<file path="src/rtl/drom_pkg.sv">
package drom_pkg;

    localparam int unsigned LANE_W = 16;
    localparam int unsigned BYTE_W = 8;

    typedef enum logic [1:0] {
        OE_ACT_LOW  = 2'd0,
        OE_ACT_HIGH = 2'd1,
        OE_IGNORED  = 2'd2
    } oe_opt_e;

    typedef struct packed {
        logic [LANE_W-1:0] data;
        logic [LANE_W-1:0] drv;
    } lane_state_t;

    // Content generator of the behavioural array (word granularity)
    function automatic logic [LANE_W-1:0] pattern_word(input logic [31:0] idx,
                                                       input logic [LANE_W-1:0] seed);
        return 16'((idx * 32'h0000_9E37) ^ (idx >> 16)) ^ seed;
    endfunction

endpackage

</file>
<file path="src/rtl/drom_enable_decode.sv">
module drom_enable_decode
    import drom_pkg::*;
#(
    parameter oe_opt_e OE_OPT = OE_ACT_LOW
) (
    input  logic chip_sel_n_i,
    input  logic oe_pin_i,
    output logic chip_on_o,
    output logic drive_ok_o
);
    localparam logic OE_LEVEL     = (OE_OPT == OE_ACT_HIGH);
    localparam logic OE_DONTCARE  = (OE_OPT == OE_IGNORED);

    assign chip_on_o  = ~chip_sel_n_i;
    assign drive_ok_o = chip_on_o & (OE_DONTCARE | (oe_pin_i == OE_LEVEL));
endmodule

</file>
<file path="src/rtl/drom_pattern_array.sv">
module drom_pattern_array
    import drom_pkg::*;
#(
    parameter int unsigned       ADDR_W = 21,
    parameter logic [LANE_W-1:0] SEED   = 16'h5A3C
) (
    input  logic [ADDR_W-1:0] idx_i,
    output logic [LANE_W-1:0] word_o
);
    assign word_o = pattern_word(32'(idx_i), SEED);
endmodule

</file>
<file path="src/rtl/drom_lane_steer.sv">
module drom_lane_steer
    import drom_pkg::*;
(
    input  logic [LANE_W-1:0] word_i,
    input  logic              wide_i,
    input  logic              lsb_i,
    input  logic              drive_ok_i,
    output lane_state_t       lane_o
);
    logic [BYTE_W-1:0] byte_pick;
    logic [LANE_W-1:0] drv_v;
    logic [LANE_W-1:0] data_v;

    assign byte_pick = lsb_i ? word_i[LANE_W-1:BYTE_W] : word_i[BYTE_W-1:0];

    for (genvar b = 0; b < LANE_W; b++) begin : g_lane
        if (b < BYTE_W) begin : g_low
            assign drv_v[b]  = drive_ok_i;
            assign data_v[b] = drive_ok_i & (wide_i ? word_i[b] : byte_pick[b]);
        end else begin : g_high
            assign drv_v[b]  = drive_ok_i & wide_i;
            assign data_v[b] = drv_v[b] & word_i[b];
        end
    end

    assign lane_o = '{data: data_v, drv: drv_v};
endmodule

</file>
<file path="src/rtl/drom_byteword_ctrl.sv">
module drom_byteword_ctrl
    import drom_pkg::*;
#(
    parameter int unsigned       ADDR_W = 21,
    parameter logic [LANE_W-1:0] SEED   = 16'h5A3C,
    parameter oe_opt_e           OE_OPT = OE_ACT_LOW
) (
    input  logic              clk_i,
    input  logic              rst_ni,
    input  logic              word_mode_i,
    input  logic              chip_sel_n_i,
    input  logic              oe_pin_i,
    input  logic [ADDR_W-1:0] addr_i,
    input  logic              lsb_pin_i,
    output logic [LANE_W-1:0] data_o,
    output logic [LANE_W-1:0] drive_en_o,
    output logic [ADDR_W-1:0] array_idx_o
);
    localparam logic [LANE_W-1:0] ALL_LANES  = '1;
    localparam logic [LANE_W-1:0] BYTE_LANES = LANE_W'((1 << BYTE_W) - 1);

    typedef struct packed {
        lane_state_t       lane;
        logic [ADDR_W-1:0] idx;
    } ctrl_state_t;

    ctrl_state_t       state_d, state_q;
    logic              chip_on, drive_ok;
    logic [LANE_W-1:0] word_rd;
    lane_state_t       lane_nx;

    drom_enable_decode #(.OE_OPT(OE_OPT)) u_decode (
        .chip_sel_n_i (chip_sel_n_i),
        .oe_pin_i     (oe_pin_i),
        .chip_on_o    (chip_on),
        .drive_ok_o   (drive_ok)
    );

    drom_pattern_array #(.ADDR_W(ADDR_W), .SEED(SEED)) u_array (
        .idx_i  (addr_i),
        .word_o (word_rd)
    );

    drom_lane_steer u_steer (
        .word_i     (word_rd),
        .wide_i     (word_mode_i),
        .lsb_i      (lsb_pin_i),
        .drive_ok_i (drive_ok),
        .lane_o     (lane_nx)
    );

    always_comb begin
        state_d      = state_q;
        state_d.lane = lane_nx;
        if (chip_on) begin
            state_d.idx = addr_i;
        end
    end

    always_ff @(posedge clk_i or negedge rst_ni) begin
        if (!rst_ni) begin
            state_q <= '0;
        end else begin
            state_q <= state_d;
        end
    end

    assign data_o      = state_q.lane.data;
    assign drive_en_o  = state_q.lane.drv;
    assign array_idx_o = state_q.idx;

    AST_STANDBY_QUIET: assert property (@(posedge clk_i) disable iff (!rst_ni)
        chip_sel_n_i |=> (drive_en_o == '0));
    AST_UNDRIVEN_ZERO: assert property (@(posedge clk_i) disable iff (!rst_ni)
        (drive_en_o == '0) |-> (data_o == '0));
    AST_WORD_LANES: assert property (@(posedge clk_i) disable iff (!rst_ni)
        (drive_ok && word_mode_i) |=> (drive_en_o == ALL_LANES));
    AST_BYTE_LANES: assert property (@(posedge clk_i) disable iff (!rst_ni)
        (drive_ok && !word_mode_i) |=> (drive_en_o == BYTE_LANES));
    AST_IDX_HOLD: assert property (@(posedge clk_i) disable iff (!rst_ni)
        chip_sel_n_i |=> $stable(array_idx_o));
    AST_IDX_FOLLOW: assert property (@(posedge clk_i) disable iff (!rst_ni)
        !chip_sel_n_i |=> (array_idx_o == $past(addr_i)));

    if (OE_OPT == OE_ACT_LOW) begin : g_ast_low
        AST_OE_LOW_OFF: assert property (@(posedge clk_i) disable iff (!rst_ni)
            oe_pin_i |=> (drive_en_o == '0));
    end else if (OE_OPT == OE_ACT_HIGH) begin : g_ast_high
        AST_OE_HIGH_OFF: assert property (@(posedge clk_i) disable iff (!rst_ni)
            !oe_pin_i |=> (drive_en_o == '0));
    end else begin : g_ast_ign
        AST_OE_IGNORED_ON: assert property (@(posedge clk_i) disable iff (!rst_ni)
            !chip_sel_n_i |=> (drive_en_o != '0));
    end
endmodule

</file>
<file path="config.mk">
export PLATFORM = sky130hd
export DESIGN_NAME = drom_byteword_ctrl
export DESIGN_NICKNAME = d
export VERILOG_FILES = /design/src/rtl/drom_pkg.sv /design/src/rtl/drom_enable_decode.sv /design/src/rtl/drom_pattern_array.sv /design/src/rtl/drom_lane_steer.sv /design/src/rtl/drom_byteword_ctrl.sv
export SDC_FILE = /design/constraint.sdc
export NUM_CORES = 1
export LEC_CHECK = 0
export CAP_MARGIN = 30
export CORE_MARGIN = 3
export CORE_UTILIZATION = 45
export CTS_BUF_LIST = sky130_fd_sc_hd__clkbuf_16
export DETAILED_ROUTE_END_ITERATION = 8
export PLACE_DENSITY_LB_ADDON = 0.3
export SLEW_MARGIN = 20
export SYNTH_ARGS = -nofsm -noshare
export SYNTH_HDL_FRONTEND = slang
export SYNTH_SLANG_ARGS = --single-unit
</file>
<file path="constraint.sdc">
create_clock -name clk_i -period 0.8 [get_ports clk_i]
set_input_delay 0.16 -clock clk_i [delete_from_list [all_inputs] [get_ports clk_i]]
set_output_delay 0.16 -clock clk_i [all_outputs]
set_load 0.05 [all_outputs]
</file>
==> metrics.md, run 1 <==
| Metric | Value |
|---|---|
| Syn nets | 510 |
| Initial DRC count | 205 |
| Least-Margin Pin Slew | 0.476 ns |
| Cell chosen for the clock root | clkbuf_16 |
| Vias per cell | 5.29 |
| Failing checks | negative setup slack |
| CTS Buf Count | 5 |
| Hold Violations, Final | 0 |
| Top FF cell, synth | dfrtp_1 |
| Final slew viol count | 0 |
| Status | complete, but fails checks |
| Cell taking the most area after synthesis | dfrtp_1 |
| WS Path Type | in2reg |
| Critical Path Sink Type | flip-flop |
| DP HPWL | 9310 um |
| Mean post-synth cell area | 10.2 sq um |
| Clk buf depth | 2 |
| Maximum vdd ir drop | around 2700 uV |
| Row count | 33 |
| CORE AREA | between 8000 and 9000 sq um |
| Hold-critical path depth | 2 |
| Max FO, Critical Path | 4 |
| R2r worst-path depth | 2 |
| Post-synthesis cell area | slightly below 4000 sq um |
| Slack of the critical path | -3.42 ns |
| Overall die area | 9860 sq um |
| DR pass1 iterations | 5 |
| Largest net degree at the start of global routing | 40 |
| Pwr/cell area | 4250 nW/um^2 |
| GRT overflow | 0 |
| Die Span X | between 90 and 100 um |
| GPL Wtd Cong | 0.890 |
| Critical path launch point type | input port |
| Final ANT Viol Nets | 0 |
| MaxCap Viol Count | 0 |
| P_leak | 3.34 nW |
| Top cell type's share of synthesized area | 0.249 |
| Initial Util | 0.470 |
| Post-synth EDFFs | 0 |
| WL/cell | approximately 20 um |
| Synth area leaders | dfrtp_1 25%, fa_1 22%, ha_1 18% |
| Number of global-route vias before repair | 3836 |
| I/O pin total | 80 |
| Unrepaired setup endpoints after global routing | yes |
| DRC Markers | 0 |
| Chip Height | between 90 and 100 um |
| CTS Sinks | 39 |
| Final design utilization | 0.837 |
| Proportion of layout cells with a drive suffix above 1 | 0.540 |
| Initial antenna violation count | 0 |
| Synth warn | 0 |
| Routed vias | 3489 |
| Sequential share of the synthesized area | 0.249 |
| CP Data Required Time | 0.95 ns |
| GR Util All Layers | 0.262 |
| Drt total wl | around 13000 um |
| Final Cycle Share | 5.27 |
| Synthesized flop and latch total | 39 |
| Fin crit period | about 4.2 ns |
| Distinct cells, synth | 32 |
| Fmax | 237 MHz |
| Nets@finish | 679 |
| Worst skew pair latency | 0.28 ns |
| HP Class | in2reg |
| CTS tree | yes |
| Ant. Diodes | 0 |
| Clock slew at reported path FFs | ~0.06 ns |
| Setup-failing EPs final | 79 |
| Relative slew slack | 0.681 |
| Cell count after synthesis | around 380 |
| Ys async rst share | 1.00 |
| Crit path DAT | 4.36 ns |
| Worst hold slack | 0.199 ns |
| Port-buffer cells | 79 |
| Max Clock Skew | 0 ns |
| Area grow syn2layout | 78.2% |
| First-pass GRT wire length | 19600 um |
| H-tree level count | 2 |
==> state kept, by name (all words and copies together), names as in the netlist <==
register and count:
drive_en_o 2, data_o 16, array_idx_o 21
==> cell usage after synthesis (all sizes together) (2+ instances only) <==
library cell and number:
inv 96, ha 56, fa 43, dfrtp 39
xnor2 22, o21ai 20, nand2 18, buf 15
nor2 11, xor2 11, mux2 10, a21oi 8
a21o 7, clkbuf 4, o22ai 4, nor3 3
a41oi 2, nand2b 2, o211ai 2
==> cells by family after synthesis <==
kind of cell / share of synthesized area
buf+inv: 0.124
flops: 0.249
compound gates: 0.0751
xor+xnor: 0.0814
simple gates: 0.0434
fa+ha+maj: 0.399
mux: 0.0287
==> power by group <==
| group | internal [W] | total [W] | switching [W] |
|---|---|---|---|
| combinational | 0.0123 | 0.0247 | 0.0124 |
| sequential | 0.00232 | 0.00268 | 0.000358 |
| clock | 0.00145 | 0.00224 | 0.000785 |
==> path summary, 6_finish.rpt <==
check | start | end | slack [ns]
worst max-delay path | addr_i[11] | data_o[7] | -3.42
worst min-delay path | chip_sel_n_i | drive_en_o[7] | 0.20
worst max register to register | array_idx_o[0] | array_idx_o[0] | -0.14
worst min register to register | array_idx_o[13] | array_idx_o[13] | 0.54
max in group asynchronous | rst_ni | drive_en_o[7] | 0.21
min in group asynchronous | rst_ni | array_idx_o[0] | 0.37
==> metal layers <==
layer  wire length, um  vias to the layer above  global-route usage
met5                 0                        -                   0
met4               642                        0               0.150
met3               756                       50              0.0498
met2              7270                      179               0.470
met1              4820                     1744               0.287
li1                  -                     1516                   -
==> worst max-delay path, stage by stage <==
cell     delay [ns]
buf_2          0.15
ha_4           0.28
inv_2          0.04
fa_2           0.41
fa_1           0.59
inv_2          0.06
fa_1           0.49
inv_1          0.05
fa_1           0.45
fa_2           0.42
xor2_4         0.19
xnor2_2        0.20
xnor3_1        0.29
xnor2_2        0.28
xnor2_2        0.16
o22ai_1        0.12
==> stage by stage <==
step                      power, W  setup TNS (ns)  setup slack (ns)  std cells  cell area [sq um]
after floorplan             0.0146          -47.61             -3.17        384               4370
after global placement      0.0208          -73.34             -3.85        634               6260
after detailed placement    0.0216          -75.73             -4.00        634               6260
after CTS                   0.0265          -61.98             -3.23        655               6780
after global routing        0.0311          -66.01             -3.49        659               6980
final                       0.0296          -63.88             -3.42        659               6980
==> cells in the final DEF, fill, tap and decap left out, drive strengths merged, types with 7 or more instances in the layout <==
cell	n
buf	170
inv	96
ha	56
fa	43
dfrtp	39
xnor2	22
o21ai	20
nand2	18
nor2	11
xor2	11
mux2	10
a21oi	8
a21o	7
clkdlybuf4s50	7
==> what timing repair did <==
action / CTS / global route
pin swaps: 51 / 43
gates resized for setup: 139 / 48
setup buffers: 14 / 6
hold buffers: 1 / 0
setup endpoints to repair: 92 / 86
hold endpoints to repair: 39 / 0
cloned: 0 / 0
==> final cells by class <==
cell class | instances | area (sq um)
sequential | 39 | 1010
timing repair buffer | 181 | 2220
fill | 388 | 1360
tap | 105 | 131
inverter | 96 | 363
clock inverter | 3 | 38.8
clock buffer | 5 | 125
multi-input combinational | 230 | 3090
Power figures use the tool's default switching activity.
==> run 2: changes to the inputs <==
--- a/config.mk
+++ b/config.mk
@@ -5,6 +5,7 @@
 export SDC_FILE = /design/constraint.sdc
 export NUM_CORES = 1
 export LEC_CHECK = 0
+export ABC_AREA = 1
 export CAP_MARGIN = 30
 export CORE_MARGIN = 3
 export CORE_UTILIZATION = 45
==> run 2 against run 1 <==
  * Critical path depth rose by 3
  * The flow still finishes with violations (negative setup slack)
  * Sequential power barely moved
  * Sequential share of layout area fell by 0.49 points
  * Die area rose by 5.1%
  * Synthesized cell count rose by 23%
==> metrics.md, run 2 <==
| Metric | Value |
|---|---|
| GR Util All Layers | 0.252 |
| Area grow syn2layout | 75.0% |
| Sequential share of the synthesized area | 0.236 |
| Final ANT Viol Nets | 0 |
| GPL Wtd Cong | 0.928 |
| Relative slew slack | 0.782 |
| DR pass1 iterations | 5 |
| Failing checks | negative setup slack |
| Max FFs per register | 21 |
| Switching part of the total power | 0.464 |
| Met1 WL | 5080 um |
| Critical path launch point type | input port |
| Overall die area | 10400 sq um |
| CTS Buf Count | 5 |
| DP HPWL | a little under 10000 um |
| Cell count after synthesis | about 470 |
| Synth top cells by count | 123 x inv_1, 75 x nand2_1, 56 x ha_1 |
| Clk buf depth | 2 |
| CORE AREA | 8810 sq um |
| Fin area | 7230 sq um |
| Top FF cell, synth | dfrtp_1 |
| Largest net degree at the start of global routing | 40 |
| Cell taking the most area after synthesis | dfrtp_1 |
| Mean post-synth cell area | 8.77 sq um |
| Logic pwr share | 0.848 |
| Worst skew pair latency | 0.28 ns |
| Row count | 34 |
| Ant. Diodes | 0 |
| Die Span X | 102 um |
| Commonest cells after routing, fill and taps aside | 95 x inv_1, 89 x buf_4, 59 x nand2_1 |
| P_leak | 3.59 nW |
| Top cell type's share of synthesized area | 0.236 |
| Initial Util | 0.469 |
| DRC Markers | 0 |
| Sequential Area | just over 1000 sq um |
| WS Path Type | in2reg |
| Pwr/cell area | 4160 nW/um^2 |
| WL/cell | 17.8 um |
| Post-synth EDFFs | 0 |
| Met2 WL post-DR | 7200 um |
| Vias per cell | 5.03 |
| Hold Violations, Final | 0 |
| Worst hold slack | 0.361 ns |
| GRT overflow | 0 |
| Count leader, synth | inv_1 |
| Initial antenna violation count | 0 |
| I/O pin total | 80 |
| Fmax | ~250 MHz |
| R2r worst-path depth | 2 |
| Multi-input logic area | 3250 sq um |
| First-pass GRT wire length | approximately 20000 um |
| Ys async rst share | 1.00 |
| H-tree level count | 2 |
| Fin crit period | 4.04 ns |
| Distinct cells, synth | 29 |
| Crit path DAT | between 4 and 5 ns |
| Status | complete, but fails checks |
| Final slew viol count | 0 |
| Switching power | around 0.014 W |
| Least-Margin Pin Slew | 0.327 ns |
| Routed wl met3 | between 700 and 800 um |
| Top Layer Used | met4 |
| Synth warn | 0 |
| Routed vias | 3811 |
| Unrepaired setup endpoints after global routing | yes |
| Slack of the critical path | -3.24 ns |
| Synthesized flop and latch total | 39 |
| Number of global-route vias before repair | 4111 |
| Nets@finish | 775 |
| HP Class | in2reg |
| P_int | around 0.016 W |
| Clock share of power | 0.062 |
| Setup-failing EPs final | 77 |
| Initial DRC count | 120 |
| Port-buffer cells | 79 |
| Most common cell after layout, fill and taps aside | inv_1 |
| Post-synthesis cell area | 4130 sq um |
| Cell chosen for the clock root | clkbuf_16 |
| Clock slew at reported path FFs | 0.05 ns |
| Maximum vdd ir drop | roughly 2300 uV |
| Syn nets | 597 |
| Final Cycle Share | 5.05 |
| Post-DP Area | 6490 sq um |
| Max FO, Critical Path | 3 |
| Max Clock Skew | 0 ns |
| Critical Path Sink Type | flip-flop |
| Drt total wl | 13500 um |
| Fillers | 458 |
| Synth area leaders | dfrtp_1 24%, fa_1 21%, ha_1 17% |
| Reg power frac | 0.090 |
| CTS tree | yes |
| Chip Height | 102 um |
| CTS Sinks | 39 |
| MaxCap Viol Count | 0 |
| CP Data Required Time | 1.00 ns |
| Proportion of layout cells with a drive suffix above 1 | 0.528 |
| Hold-critical path depth | 4 |
run 2: final timing paths:
path                       slack, ns            start               to
max                            -3.24       addr_i[12]        data_o[7]
min                             0.36       addr_i[12]  array_idx_o[12]
max reg2reg                    -0.13  array_idx_o[20]  array_idx_o[20]
min reg2reg                     0.54  array_idx_o[14]  array_idx_o[14]
max in group asynchronous       0.20           rst_ni    drive_en_o[8]
min in group asynchronous       0.38           rst_ni   array_idx_o[2]
run 2: power by group through the flow:
stage | clock network [W] | registers (W) | logic [W]
final | 0.00188 | 0.00270 | 0.0255
after global routing | 0.00195 | 0.00272 | 0.0277
after CTS | 0.00187 | 0.00271 | 0.0221
after detailed placement | 0 | 0.00272 | 0.0204
after global placement | 0 | 0.00271 | 0.0197
after floorplan | 0 | 0.00367 | 0.0116
run 2: logic make-up (layout without fill, tap and decap cells):
logic type / Yosys count / in the layout / synth area share
compound gates: 45 / 45 / 0.0618
xor+xnor: 21 / 21 / 0.0445
fa+ha+maj: 99 / 99 / 0.378
buf+inv: 144 / 323 / 0.144
flops: 39 / 39 / 0.236
mux: 9 / 9 / 0.0245
simple gates: 114 / 114 / 0.111
run 2: critical path: stages:
cell and delay (ns):
buf_6 0.11, ha_4 0.25, inv_2 0.04, fa_1 0.50
fa_1 0.50, inv_1 0.05, fa_1 0.49, inv_2 0.04
fa_1 0.52, fa_2 0.57, inv_2 0.05, ha_4 0.22
a21oi_4 0.13, o21ai_2 0.08, nor2_2 0.14, inv_1 0.08
nand2_2 0.08, nand3_2 0.09, a21oi_2 0.14
run 2: final cells by class:
| cell class | count | area share |
|---|---|---|
| multi-input cells | 288 | 0.450 |
| repair buffers | 189 | 0.307 |
| flip-flops and latches | 39 | 0.140 |
| inverters | 126 | 0.0661 |
| well taps | 108 | 0.0187 |
| clock buffers | 5 | 0.0173 |
| clock inverters | 3 | 0.00173 |
run 2: repair_timing:
item | CTS | global route
endpoints found under the setup margin | 91 | 85
hold endpoints to repair | 39 | 0
cloned | 0 | 1
pin swaps | 66 | 43
resized for setup | 130 | 58
hold buffers | 1 | 0
buffers inserted | 20 | 9
run 2: per-layer routing:
| metal | vias up | track usage |
|---|---|---|
| met4 | 0 | 0.0798 |
| met3 | 37 | 0.0420 |
| met5 | - | 0 |
| li1 | 1758 | - |
| met1 | 1864 | 0.292 |
| met2 | 152 | 0.471 |
run 2: per-stage QoR:
stage / std cells / worst slack (ns) / TNS [ns] / utilization / total power (W)
CTS: 752 / -3.15 / -62.95 / 0.792 / 0.0267
global route: 758 / -3.38 / -66.79 / 0.821 / 0.0323
floorplan: 471 / -2.99 / -46.58 / - / 0.0152
global placement: 723 / -3.91 / -73.23 / 0.738 / 0.0225
finish: 758 / -3.24 / -63.43 / 0.821 / 0.0301
detailed placement: 723 / -3.96 / -74.97 / 0.738 / 0.0231
